<file path="src/rtl/spf_pkg.sv">
package spf_pkg;

  // How a table entry is rewritten when a load reaches it.
  typedef enum logic [1:0] {
    UPD_ALLOC   = 2'd0,  // tag miss or empty slot: claim it
    UPD_CONFIRM = 2'd1,  // same non-zero stride seen again
    UPD_RETRAIN = 2'd2   // stride changed or zero
  } upd_e;

endpackage

</file>
<file path="src/rtl/spf_table.sv">
module spf_table
  import spf_pkg::*;
#(
  parameter int PC_W    = 32,
  parameter int ADDR_W  = 32,
  parameter int IDX_W   = 4,
  parameter int CONF_W  = 2,
  parameter int CONF_TH = 2
) (
  input  logic              clk,
  input  logic              rst,
  input  logic              phase_clr,
  input  logic              ld_valid,
  input  logic [PC_W-1:0]   ld_pc,
  input  logic [ADDR_W-1:0] ld_addr,
  output logic              trig,
  output logic [ADDR_W-1:0] trig_addr,
  output logic [ADDR_W-1:0] trig_stride
);
  localparam int ENTRIES = 1 << IDX_W;
  localparam int TAG_W   = PC_W - IDX_W;
  localparam logic [CONF_W-1:0] CONF_MAX = '1;
  localparam logic [CONF_W-1:0] CONF_ON  = CONF_TH[CONF_W-1:0];

  // Entry fields kept in separate arrays so each maps to a plain RAM.
  logic [TAG_W-1:0]  tag_mem    [ENTRIES];
  logic [ADDR_W-1:0] last_mem   [ENTRIES];
  logic [ADDR_W-1:0] stride_mem [ENTRIES];
  logic [CONF_W-1:0] conf_mem   [ENTRIES];
  logic [ENTRIES-1:0] vld_q;

  logic [IDX_W-1:0]  ld_idx;
  logic              s1_v;
  logic [IDX_W-1:0]  s1_idx;
  logic [TAG_W-1:0]  s1_tag;
  logic [ADDR_W-1:0] s1_addr;
  logic [TAG_W-1:0]  rd_tag;
  logic [ADDR_W-1:0] rd_last, rd_stride;
  logic [CONF_W-1:0] rd_conf;

  // Forwarding of an entry written in the same cycle it was read.
  logic              fwd_v;
  logic [TAG_W-1:0]  fwd_tag;
  logic [ADDR_W-1:0] fwd_last, fwd_stride;
  logic [CONF_W-1:0] fwd_conf;

  logic              wr_en;
  logic [ADDR_W-1:0] wr_stride;
  logic [CONF_W-1:0] wr_conf;

  logic              cur_vld;
  logic [TAG_W-1:0]  cur_tag;
  logic [ADDR_W-1:0] cur_last, cur_stride, delta;
  logic [CONF_W-1:0] cur_conf;
  upd_e              kind;

  assign ld_idx = ld_pc[IDX_W-1:0];
  assign wr_en  = s1_v && !phase_clr;

  always_ff @(posedge clk) begin
    if (wr_en) begin
      tag_mem[s1_idx]    <= s1_tag;
      last_mem[s1_idx]   <= s1_addr;
      stride_mem[s1_idx] <= wr_stride;
      conf_mem[s1_idx]   <= wr_conf;
    end
    if (ld_valid) begin
      rd_tag    <= tag_mem[ld_idx];
      rd_last   <= last_mem[ld_idx];
      rd_stride <= stride_mem[ld_idx];
      rd_conf   <= conf_mem[ld_idx];
    end
  end

  always_ff @(posedge clk) begin
    s1_idx     <= ld_idx;
    s1_tag     <= ld_pc[PC_W-1:IDX_W];
    s1_addr    <= ld_addr;
    fwd_tag    <= s1_tag;
    fwd_last   <= s1_addr;
    fwd_stride <= wr_stride;
    fwd_conf   <= wr_conf;
  end

  always_ff @(posedge clk) begin
    if (rst) begin
      s1_v  <= 1'b0;
      fwd_v <= 1'b0;
      vld_q <= '0;
    end else begin
      s1_v  <= ld_valid;
      fwd_v <= ld_valid && wr_en && (ld_idx == s1_idx);
      if (phase_clr)  vld_q         <= '0;
      else if (wr_en) vld_q[s1_idx] <= 1'b1;
    end
  end

  always_comb begin
    cur_vld    = fwd_v || vld_q[s1_idx];
    cur_tag    = fwd_v ? fwd_tag    : rd_tag;
    cur_last   = fwd_v ? fwd_last   : rd_last;
    cur_stride = fwd_v ? fwd_stride : rd_stride;
    cur_conf   = fwd_v ? fwd_conf   : rd_conf;
    delta      = s1_addr - cur_last;

    if (!(cur_vld && cur_tag == s1_tag))              kind = UPD_ALLOC;
    else if (delta == cur_stride && delta != '0)      kind = UPD_CONFIRM;
    else                                              kind = UPD_RETRAIN;

    unique case (kind)
      UPD_ALLOC: begin
        wr_stride = '0;
        wr_conf   = '0;
      end
      UPD_CONFIRM: begin
        wr_stride = delta;
        wr_conf   = (cur_conf == CONF_MAX) ? CONF_MAX : cur_conf + 1'b1;
      end
      default: begin
        wr_stride = delta;
        wr_conf   = '0;
      end
    endcase
  end

  assign trig        = wr_en && (kind == UPD_CONFIRM) && (wr_conf >= CONF_ON);
  assign trig_addr   = s1_addr;
  assign trig_stride = delta;

endmodule

</file>
<file path="src/rtl/spf_walker.sv">
module spf_walker #(
  parameter int ADDR_W    = 32,
  parameter int LINE_OFF  = 6,
  parameter int MAX_AHEAD = 4,
  parameter int LIM_W     = 3
) (
  input  logic                 clk,
  input  logic                 rst,
  input  logic                 phase_clr,
  input  logic                 trig,
  input  logic [ADDR_W-1:0]    trig_addr,
  input  logic [ADDR_W-1:0]    trig_stride,
  input  logic [LIM_W-1:0]     depth_lim,
  input  logic                 sb_hit,
  input  logic                 sb_full,
  input  logic                 q_full,
  output logic [ADDR_W-LINE_OFF-1:0] look_line,
  output logic                 push,
  output logic                 busy
);
  localparam int LINE_W = ADDR_W - LINE_OFF;
  localparam int CNT_W  = $clog2(MAX_AHEAD + 1);
  localparam logic [LIM_W-1:0] MAX_L = LIM_W'(MAX_AHEAD);

  logic              act_q;
  logic [ADDR_W-1:0] cur_q, stride_q, nxt;
  logic [LINE_W-1:0] dem_line_q;
  logic [CNT_W-1:0]  left_q, eff;
  logic [LIM_W-1:0]  eff_l;

  assign eff_l = (depth_lim > MAX_L) ? MAX_L : depth_lim;
  assign eff   = CNT_W'(eff_l);

  always_ff @(posedge clk) begin
    if (rst) begin
      act_q <= 1'b0;
    end else if (phase_clr) begin
      act_q <= 1'b0;
    end else if (trig) begin
      act_q <= (eff != '0);
    end else if (act_q && left_q == CNT_W'(1)) begin
      act_q <= 1'b0;
    end
  end

  always_ff @(posedge clk) begin
    if (trig) begin
      cur_q      <= trig_addr;
      stride_q   <= trig_stride;
      left_q     <= eff;
      dem_line_q <= trig_addr[ADDR_W-1:LINE_OFF];
    end else if (act_q) begin
      cur_q  <= nxt;
      left_q <= left_q - 1'b1;
    end
  end

  assign nxt       = cur_q + stride_q;
  assign look_line = nxt[ADDR_W-1:LINE_OFF];
  assign push      = act_q && (look_line != dem_line_q) && !sb_hit && !sb_full && !q_full;
  assign busy      = act_q;

endmodule

</file>
<file path="src/rtl/spf_scoreboard.sv">
module spf_scoreboard #(
  parameter int LINE_W = 26,
  parameter int SB_N   = 12
) (
  input  logic              clk,
  input  logic              rst,
  input  logic [LINE_W-1:0] look_line,
  input  logic              alloc,
  input  logic              ret_v,
  input  logic [LINE_W-1:0] ret_line,
  output logic              hit,
  output logic              full,
  output logic [SB_N-1:0]   vld
);
  logic [SB_N-1:0]   vld_q, hit_v, ret_v_oh, alloc_oh;
  logic [LINE_W-1:0] line_q [SB_N];
  logic              found;

  for (genvar g = 0; g < SB_N; g++) begin : g_slot
    assign hit_v[g]    = vld_q[g] && (line_q[g] == look_line);
    assign ret_v_oh[g] = ret_v && vld_q[g] && (line_q[g] == ret_line);

    always_ff @(posedge clk) begin
      if (rst) begin
        vld_q[g] <= 1'b0;
      end else if (ret_v_oh[g]) begin
        vld_q[g] <= 1'b0;
      end else if (alloc && alloc_oh[g]) begin
        vld_q[g] <= 1'b1;
      end
    end

    always_ff @(posedge clk) begin
      if (alloc && alloc_oh[g]) line_q[g] <= look_line;
    end
  end

  always_comb begin
    alloc_oh = '0;
    found    = 1'b0;
    for (int i = 0; i < SB_N; i++) begin
      if (!vld_q[i] && !found) begin
        alloc_oh[i] = 1'b1;
        found       = 1'b1;
      end
    end
  end

  assign hit  = |hit_v;
  assign full = &vld_q;
  assign vld  = vld_q;

endmodule

</file>
<file path="src/rtl/spf_fifo.sv">
module spf_fifo #(
  parameter int W     = 26,
  parameter int DEPTH = 8   // power of two
) (
  input  logic         clk,
  input  logic         rst,
  input  logic         push,
  input  logic [W-1:0] push_data,
  input  logic         pop,
  output logic         not_empty,
  output logic         full,
  output logic [W-1:0] head
);
  localparam int PTR_W = $clog2(DEPTH);
  localparam logic [PTR_W:0] CNT_FULL = (PTR_W+1)'(DEPTH);

  logic [W-1:0]     mem [DEPTH];
  logic [PTR_W-1:0] wr_ptr, rd_ptr;
  logic [PTR_W:0]   cnt;
  logic             do_push, do_pop;

  assign full      = (cnt == CNT_FULL);
  assign not_empty = (cnt != '0);
  assign do_push   = push && !full;
  assign do_pop    = pop && not_empty;

  always_ff @(posedge clk) begin
    if (do_push) mem[wr_ptr] <= push_data;
  end

  always_ff @(posedge clk) begin
    if (rst) begin
      wr_ptr <= '0;
      rd_ptr <= '0;
      cnt    <= '0;
    end else begin
      if (do_push) wr_ptr <= wr_ptr + 1'b1;
      if (do_pop)  rd_ptr <= rd_ptr + 1'b1;
      case ({do_push, do_pop})
        2'b10:   cnt <= cnt + 1'b1;
        2'b01:   cnt <= cnt - 1'b1;
        default: cnt <= cnt;
      endcase
    end
  end

  assign head = mem[rd_ptr];

endmodule

</file>
<file path="src/rtl/stride_pf_detector.sv">
module stride_pf_detector #(
  parameter int PC_W      = 32,
  parameter int ADDR_W    = 32,
  parameter int IDX_W     = 4,
  parameter int LINE_OFF  = 6,
  parameter int CONF_W    = 2,
  parameter int CONF_TH   = 2,
  parameter int MAX_AHEAD = 4,
  parameter int LIM_W     = 3,
  parameter int Q_DEPTH   = 8,
  parameter int SB_N      = 12
) (
  input  logic              clk,
  input  logic              rst,
  input  logic              ld_valid,
  input  logic [PC_W-1:0]   ld_pc,
  input  logic [ADDR_W-1:0] ld_addr,
  input  logic              phase_clear,
  input  logic [LIM_W-1:0]  depth_limit,
  output logic              cand_valid,
  output logic [ADDR_W-1:0] cand_addr,
  input  logic              cand_ready,
  input  logic              retire_valid,
  input  logic [ADDR_W-1:0] retire_addr
);
  localparam int LINE_W = ADDR_W - LINE_OFF;

  logic              trig;
  logic [ADDR_W-1:0] trig_addr, trig_stride;
  logic [LINE_W-1:0] look_line, head_line;
  logic              q_push, q_full, sb_hit, sb_full, gen_busy;
  logic [SB_N-1:0]   sb_vld;

  spf_table #(
    .PC_W(PC_W), .ADDR_W(ADDR_W), .IDX_W(IDX_W),
    .CONF_W(CONF_W), .CONF_TH(CONF_TH)
  ) u_table (
    .clk(clk), .rst(rst), .phase_clr(phase_clear),
    .ld_valid(ld_valid), .ld_pc(ld_pc), .ld_addr(ld_addr),
    .trig(trig), .trig_addr(trig_addr), .trig_stride(trig_stride)
  );

  spf_walker #(
    .ADDR_W(ADDR_W), .LINE_OFF(LINE_OFF),
    .MAX_AHEAD(MAX_AHEAD), .LIM_W(LIM_W)
  ) u_walker (
    .clk(clk), .rst(rst), .phase_clr(phase_clear),
    .trig(trig), .trig_addr(trig_addr), .trig_stride(trig_stride),
    .depth_lim(depth_limit), .sb_hit(sb_hit), .sb_full(sb_full),
    .q_full(q_full), .look_line(look_line), .push(q_push), .busy(gen_busy)
  );

  spf_scoreboard #(.LINE_W(LINE_W), .SB_N(SB_N)) u_sb (
    .clk(clk), .rst(rst), .look_line(look_line), .alloc(q_push),
    .ret_v(retire_valid), .ret_line(retire_addr[ADDR_W-1:LINE_OFF]),
    .hit(sb_hit), .full(sb_full), .vld(sb_vld)
  );

  spf_fifo #(.W(LINE_W), .DEPTH(Q_DEPTH)) u_queue (
    .clk(clk), .rst(rst), .push(q_push), .push_data(look_line),
    .pop(cand_ready), .not_empty(cand_valid), .full(q_full), .head(head_line)
  );

  assign cand_addr = {head_line, {LINE_OFF{1'b0}}};

endmodule

</file>
<file path="config.mk">
export PLATFORM = sky130hd
export DESIGN_NAME = stride_pf_detector
export DESIGN_NICKNAME = d
export VERILOG_FILES = /design/src/rtl/spf_pkg.sv /design/src/rtl/spf_table.sv /design/src/rtl/spf_walker.sv /design/src/rtl/spf_scoreboard.sv /design/src/rtl/spf_fifo.sv /design/src/rtl/stride_pf_detector.sv
export SDC_FILE = /design/constraint.sdc
export NUM_CORES = 2
export LEC_CHECK = 0
export ABC_AREA = 1
export BUFFER_PORTS_ARGS = -buffer_cell sky130_fd_sc_hd__buf_2
export CAP_MARGIN = 20
export CORE_UTILIZATION = 35
export DETAILED_ROUTE_END_ITERATION = 7
export GPL_TIMING_DRIVEN = 0
export PLACE_DENSITY = 0.48
export REMOVE_ABC_BUFFERS = 1
export SLEW_MARGIN = 5
export SYNTH_ARGS = -nofsm -noshare
export SYNTH_HDL_FRONTEND = slang
export SYNTH_SLANG_ARGS = --single-unit
</file>
<file path="constraint.sdc">
create_clock -name clk -period 8 [get_ports clk]
set_clock_uncertainty 0.2 [all_clocks]
set_input_delay 0.4 -clock clk [delete_from_list [all_inputs] [get_ports clk]]
set_output_delay 0.4 -clock clk [all_outputs]
set_load 0.005 [all_outputs]
</file>
After elaboration in Yosys (flattened, before gate mapping)
Memories as Yosys holds them, arrays and structs flattened. A register that Yosys moved wholly into a read port is not among the register bits.
Index checks and enable logic that the tools add are counted.
Widths: inputs -> output; s select.
Storage, ports and cells
  bits in registers: 292
  bits in writable memories: 2024
  output and inout port bits: 33
  memories kept: 6
Cells by class
  add/subtract/negate cells: 8
  order comparisons: 4
  equal/unequal tests: 34
  muxes and demuxes: 106
  bitwise operators: 1
  reductions and logical operators: 133
Memories
  u_table.last_mem: words 16, width 32, read ports 1, clocked after Yosys merged registers in 1, write ports 1, RTL line spf_table.sv:27  | logic [ADDR_W-1:0] last_mem [ENTRIES];
  u_table.stride_mem: words 16, width 32, read ports 1, clocked after Yosys merged registers in 1, write ports 1, RTL line spf_table.sv:28  | logic [ADDR_W-1:0] stride_mem [ENTRIES];
  u_table.tag_mem: words 16, width 28, read ports 1, clocked after Yosys merged registers in 1, write ports 1, RTL line spf_table.sv:26  | logic [TAG_W-1:0] tag_mem [ENTRIES];
  u_sb.line_q: words 12, width 26, read ports 12, clocked after Yosys merged registers in 0, write ports 1, RTL line spf_scoreboard.sv:16  | logic [LINE_W-1:0] line_q [SB_N];
  u_queue.mem: words 8, width 26, read ports 1, clocked after Yosys merged registers in 1, write ports 1, RTL line spf_fifo.sv:17  | logic [W-1:0] mem [DEPTH];
  u_table.conf_mem: words 16, width 2, read ports 1, clocked after Yosys merged registers in 1, write ports 1, RTL line spf_table.sv:29  | logic [CONF_W-1:0] conf_mem [ENTRIES];
Operators with widths (count)
  $eq 26x26->1: 24
  $mux 26: 11
  $reduce_or 26->1: 11
  $mux 32: 5
  $logic_and 1x1->1: 74
  $mux 1: 65
  $mux 4: 11
  $add 32x32->32: 1
  $eq 32x32->1: 1
  $reduce_bool 32->1: 1
  $sub 32x32->32: 1
  $eq 28x28->1: 1
  $mux 28: 1
  $ne 26x26->1: 1
  $reduce_or 2->1: 13
  $logic_not 1->1: 25
  $or 16x16->16: 1
  $mux 3: 5
  $reduce_and 12->1: 1
  $reduce_or 12->1: 1
  $mux 2: 5
  $pmux 4 s2: 1
  $add 3x1->3 const B: 2
  $reduce_bool 2->1: 3
  other kinds (19): 21

Longest topological paths before layout
  word-level depth: 38
  gate-level depth with buffers: 36
  mapped depth without buffers: 35

Modules after synthesis
From an unflattened synthesis, not the netlist that was laid out.
Second synthesis, totals
  cell total of the unflattened synthesis: 8904
  area total of the unflattened synthesis: 104450.2 um^2
By module, submodules not included
  spf_table: times used 1, cells an instance 5126, area an instance 70063.4 um^2
  spf_scoreboard: times used 1, cells an instance 2262, area an instance 19072.0 um^2
  spf_fifo: times used 1, cells an instance 680, area an instance 8807.2 um^2
  spf_walker: times used 1, cells an instance 829, area an instance 6458.7 um^2
  stride_pf_detector: times used 1, cells an instance 7, area an instance 48.8 um^2

Worst setup path after synthesis
No wires, ideal clock.
  path type: reg2reg
  start: register u_table.fwd_v
  end: register u_walker.dem_line_q[0] (enable)
  arrival time: 6.280 ns
  data required time: 7.326 ns
  path slack: 1.046 ns
  stages on the path, launching flop included: 25
  path buffers: 5
  clock period less this slack: 6.954 ns
  cell sequence: dfxtp_1 -> buf_2 -> buf_2 -> clkbuf_1 -> buf_2 -> buf_1 -> mux2i_1 -> fa_1 -> nand2_1 -> nand2_1 -> nand2_1 -> o21ai_1 -> nand2_1 -> nand2_1 -> nand3_1 -> nand2_1 -> xor2_2 -> nand2_1 -> nand2_1 -> nand2_1 -> nor4_1 -> nand2_1 -> nor2_1 -> nand4_1 -> nor2_1
Between the ends
  cells in the longest elaborated chain, start to end: 10
  elaborated cells on any way between the ends: 21
  classes of those cells: 2 x add/sub; 1 x order compare; 4 x eq/ne; 8 x mux; 6 x reduce/logical
RTL lines
  start: declaration: RTL line spf_table.sv:42  | logic fwd_v;
  start signal: assignment: RTL line spf_table.sv:92  | fwd_v <= ld_valid && wr_en && (ld_idx == s1_idx);
  $mux 32 (*): RTL line spf_table.sv:101  | cur_last = fwd_v ? fwd_last : rd_last;
  $sub 32x32->32 (*): RTL line spf_table.sv:104  | delta = s1_addr - cur_last;
  net trig_stride[20]: RTL line stride_pf_detector.sv:29  | logic [ADDR_W-1:0] trig_addr, trig_stride;
  $eq 32x32->1 / $reduce_bool 32->1 (equally long branches): RTL line spf_table.sv:107  | else if (delta == cur_stride && delta != '0) kind = UPD_CONFIRM;
  $logic_and 1x1->1 (*): RTL line spf_table.sv:107
  $mux 2 (*): RTL line spf_table.sv:107
  $mux 2 (*): RTL line spf_table.sv:106  | if (!(cur_vld && cur_tag == s1_tag)) kind = UPD_ALLOC;
  $eq 2x1->1 (*): RTL line spf_table.sv:110, spf_table.sv:126
  $mux 2: RTL line spf_table.sv:110  | unique case (kind)
  $ge 2x2->1: RTL line spf_table.sv:126  | assign trig = wr_en && (kind == UPD_CONFIRM) && (wr_conf >= CONF_ON);
  $logic_and 1x1->1 (*): RTL line spf_table.sv:126
  net trig: RTL line stride_pf_detector.sv:28  | logic trig;
  end signal: assignment: RTL line spf_walker.sv:51  | dem_line_q <= trig_addr[ADDR_W-1:LINE_OFF];
  end: declaration: RTL line spf_walker.sv:27  | logic [LINE_W-1:0] dem_line_q;
Mark *: on every way through the listed nets, which the timed path passes. The rest lies on a longest branch.
A chain may end at the register's enable or synchronous reset.

Final worst setup path
  start: register u_walker.stride_q[0]
  end: register u_queue.cnt[3]
Between the ends
  cells in the longest elaborated chain, start to end: 11
  elaborated cells on any way between the ends: 37
  classes of those cells: 1 x add/sub; 15 x eq/ne; 1 x mux; 20 x reduce/logical
RTL lines
  start: declaration: RTL line spf_walker.sv:26  | logic [ADDR_W-1:0] cur_q, stride_q, nxt;
  start signal: assignment: RTL line spf_walker.sv:49  | stride_q <= trig_stride;
  $add 32x32->32 (*): RTL line spf_walker.sv:58  | assign nxt = cur_q + stride_q;
  $eq 26x26->1: RTL line spf_scoreboard.sv:20  | assign hit_v[g] = vld_q[g] && (line_q[g] == look_line);
  $logic_and 1x1->1: RTL line spf_scoreboard.sv:20
  $reduce_or 12->1: RTL line spf_scoreboard.sv:49  | assign hit = |hit_v;
  $logic_not 1->1: RTL line spf_walker.sv:60  | assign push = act_q && (look_line != dem_line_q) && !sb_hit && !sb_full && !q_full;
  $logic_and 1x1->1 (*) (3 in a row): RTL line spf_walker.sv:60
  $logic_and 1x1->1 (*): RTL line spf_fifo.sv:24  | assign do_push = push && !full;
  $eq 2x1->1 / $eq 2x2->1 (equally long branches): RTL line spf_fifo.sv:39  | case ({do_push, do_pop})
  $pmux 4 s2 / $reduce_bool 2->1 (equally long branches)
  end signal: assignment: RTL line spf_fifo.sv:40  | 2'b10: cnt <= cnt + 1'b1;
  end signal: assignment: RTL line spf_fifo.sv:41  | 2'b01: cnt <= cnt - 1'b1;
  end signal: assignment: RTL line spf_fifo.sv:42  | default: cnt <= cnt;
  end: declaration: RTL line spf_fifo.sv:19  | logic [PTR_W:0] cnt;
Every way passes the cells marked *; elsewhere a longest branch is shown, timed or not.

==> qor.yml <==
run_status:
  status: "finished clean"
clock_tree:
  cts-root-buf: "clkbuf_16"
  htreeDepth: 5
  cts_tree: "done"
  cts_buffers: 279
  clk_path_buf_depth: 4
  cts_resized: 0
  path_clk_slew_ns: 0.06
  clk_latency_ns: 0.89
  cts_sinks: 2413
synthesis:
  ys_seq_elements: 2413
  syn_inst: 9072
  yosysWarnings: 0
  yosysSeqAreaShare: 0.670
  synth_ff_type: "edfxtp_1"
  synth_edf_count: 2211
  ys_types: 63
  async_flop_share: 0
  synth_area_um2: 105000
  postSynthAreaPerCell_um2: 11.6
floorplanning:
  fp-row-count: 200
  die-area_um2: 303000
  core_region_area_um2: 298000
  die_y_um: 550
  die_width_um: 550
  io_pins: 138
  start_util: 0.353
drt:
  via_per_inst: 5.27
  drc: 0
  wl_um: 346000
  vias: 71300
  firstDrtPassIters: 6
  drtIter0Drc: 6903
  ant_nets: 0
  wl_per_cell_um: 25.5
sta:
  setup_viol: 0
  fin_setup_tns_ns: 0
  drv_slew: 0
  tightest_slew_ns: 1.30
  rsz0062_at_grt: "no"
  hold_viol: 0
  fin_crit_sh: 0.961
  timing.final.crit_period_ns: 7.68
  max_freq_mhz: 130
  worst_slew_margin_rel: 0.131
pwr:
  swShare: 0.237
  clkPwrFrac: 0.437
  power_leakage_nw: 45.4
  combPwrFrac: 0.075
  pwr_density_cell_nw_per_um2: 231
  p_sw_mw: 6.76
  ir_worst_vdd_v: 0.000186
  p_seq_frac: 0.488
  p_int_mw: 21.8
grt:
  met3_usage: 0.0322
  overflow: 0
  grtUsageTotal: 0.224
  grt_pass1_wl_um: 493000
  antenna_found_initial: 10
  grt_max_degree: 174
  use_met1: 0.301
  grtUsageMet2: 0.369
  grt_pass1_vias: 69100
  top_usage_layer: "met2"
cells_and_area:
  layout_common_cells: "edfxtp_1, nand2_1, inv_1, o21ai_0, nor2_1"
  fin_util: 0.415
  final_common_cell: "edfxtp_1"
  drive_gt1_frac: 0.0913
  area_growth_pct: 17.4
  nets: 9545
  fill_cells: 28000
  stdcell_count: 13500
flow_run:
  cap_violations: 0
placement:
  dp_hpwl_um: 211000
  numPlacedInstances: 12900
  io_buffer_count: 125
  place_congestion: 0.917
worst_setup_path:
  critPathLaunchType: "register"
  cp_max_fo: 36
  max_stage_delay_ns: 0.80
  slowest_stage: "nand2_4"
  critPathCaptureType: "register"
  arrival_ns: 8.21
  critPathKind: "register to register"
  timing.critical_path.mode_cell: "nand2_1"
  crit_required_ns: 8.52
worst_hold_path:
  min_path_type: "input port to register"
## stage by stage
| step | power [mW] | hold WS, ns | worst slack [ns] | cell area (um^2) |
|---|---|---|---|---|
| global route | 29.5 | 0.0285 | 0.128 | 123000 |
| finish | 28.6 | 0.0513 | 0.316 | 123000 |
| detailed placement | 16.3 | 0.258 | 0.490 | 113000 |
| global placement | 16.5 | 0.250 | -30.38 | 109000 |
| CTS | 28.8 | 0.00531 | 0.487 | 123000 |
| floorplan | 15.2 | 0.228 | -0.827 | 103000 |
## repair_timing
action | 4_1_cts | 5_1_grt
hold buffers | 123 | 0
hold endpoints to repair | 161 | 0
buffers inserted | 0 | 0
## synthesized netlist by cell type, types with 5 or more instances
cell type,instances,share of area
buf_1,54,0.0019
o2111ai_1,19,0.0016
nand3_1,355,0.017
o21ai_0,685,0.033
mux2i_1,420,0.040
nand2_2,50,0.0030
o211ai_1,382,0.027
nor3_2,5,0.00048
inv_1,1033,0.037
nor2_1,623,0.022
nor2_2,8,0.00048
a21oi_2,11,0.00092
edfxtp_1,2211,0.63
nand2_1,1361,0.049
a21oi_1,489,0.023
clkinv_1,6,0.00021
clkbuf_1,309,0.011
a31oi_1,26,0.0015
buf_6,11,0.0012
buf_4,25,0.0018
nor3_1,48,0.0023
buf_2,27,0.0013
a221oi_1,11,0.00092
a2111oi_0,11,0.00092
o21a_1,14,0.0010
o22ai_1,177,0.011
dfxtp_1,202,0.038
or2_2,9,0.00054
xnor2_1,68,0.0057
nand3_2,8,0.00076
nor4_1,43,0.0026
and2_1,5,0.00030
nand3b_1,18,0.0013
inv_2,7,0.00025
o21ai_1,11,0.00052
nand4_1,58,0.0035
xor2_1,148,0.012
ha_1,69,0.0082
## worst max-delay path: cells and delay by family (launching register included)
kind	cells	cell delay (ns)
buffers and inverters	4	1.28
adders and majority gates	4	1.19
AOI/OAI and AO/OA	3	0.45
and+or+nand+nor	23	4.00
DFF	1	0.37
## final timing paths
check | start | to | cells after the start | slack (ns)
min reg2reg | u_queue.rd_ptr[2]$_SDFFE_PP0P_ | u_queue.rd_ptr[2]$_SDFFE_PP0P_ | 2 | 0.26
max reg2reg | u_walker.stride_q[0]$_DFFE_PP_ | u_queue.cnt[3]$_SDFFE_PP0P_ | 34 | 0.32
min | ld_addr[22] | u_table.trig_addr[22]$_DFF_P_ | 2 | 0.05
max | u_walker.stride_q[0]$_DFFE_PP_ | u_queue.cnt[3]$_SDFFE_PP0P_ | 34 | 0.32
## metal layers
metal | vias up | share of wire
met1 | 35300 | 0.43
li1 | 32700 | -
met4 | 2 | 0.040
met2 | 2507 | 0.47
met3 | 733 | 0.064
met5 | - | 0.000038
## power by group through the flow
stage | Combinational (mW) | Sequential (mW) | Clock, mW
2_1_floorplan | 1.03 | 14.2 | 0
3_3_place_gp | 2.21 | 14.3 | 0
3_5_place_dp | 2.09 | 14.2 | 0
4_1_cts | 2.14 | 14.0 | 12.7
5_1_grt | 2.33 | 14.0 | 13.2
6_report | 2.13 | 13.9 | 12.5
## registers in the layout, indices dropped and copies added, names as in the netlist, 32 cells and up, named ones only
signal	cells
u_table.conf_mem	32
u_table.fwd_stride	32
u_walker.stride_q	32
u_table.stride_mem	512
u_table.trig_addr	32
u_table.tag_mem	448
u_queue.mem	208
u_walker.cur_q	32
u_table.fwd_last	32
u_table.rd_stride	32
u_table.last_mem	512
u_sb.line_q	312
u_table.rd_last	32
## cell families after synthesis
group / count (synthesis) / share of synthesized area
compound gates: 1858 / 0.103
xor+xnor: 220 / 0.0187
fa+ha+maj: 72 / 0.00878
buf+inv: 1474 / 0.0548
flops: 2413 / 0.670
mux: 421 / 0.0401
other cells: 1 / 0.0000357
simple gates: 2613 / 0.105
## area by class of cell
type | instances | area (um^2) | share of cell area
Sequential cell | 2413 | 70400 | 0.570
Multi-Input combinational cell | 5190 | 29300 | 0.237
Clock buffer | 399 | 7750 | 0.0628
Timing Repair Buffer | 438 | 6070 | 0.0492
Tap cell | 3939 | 4930 | 0.0399
Inverter | 1046 | 3950 | 0.0320
Clock inverter | 102 | 1070 | 0.00870
Antenna cell | 4 | 10.0 | 0.0000811
Note: power is estimated with default switching activity, not from simulation.
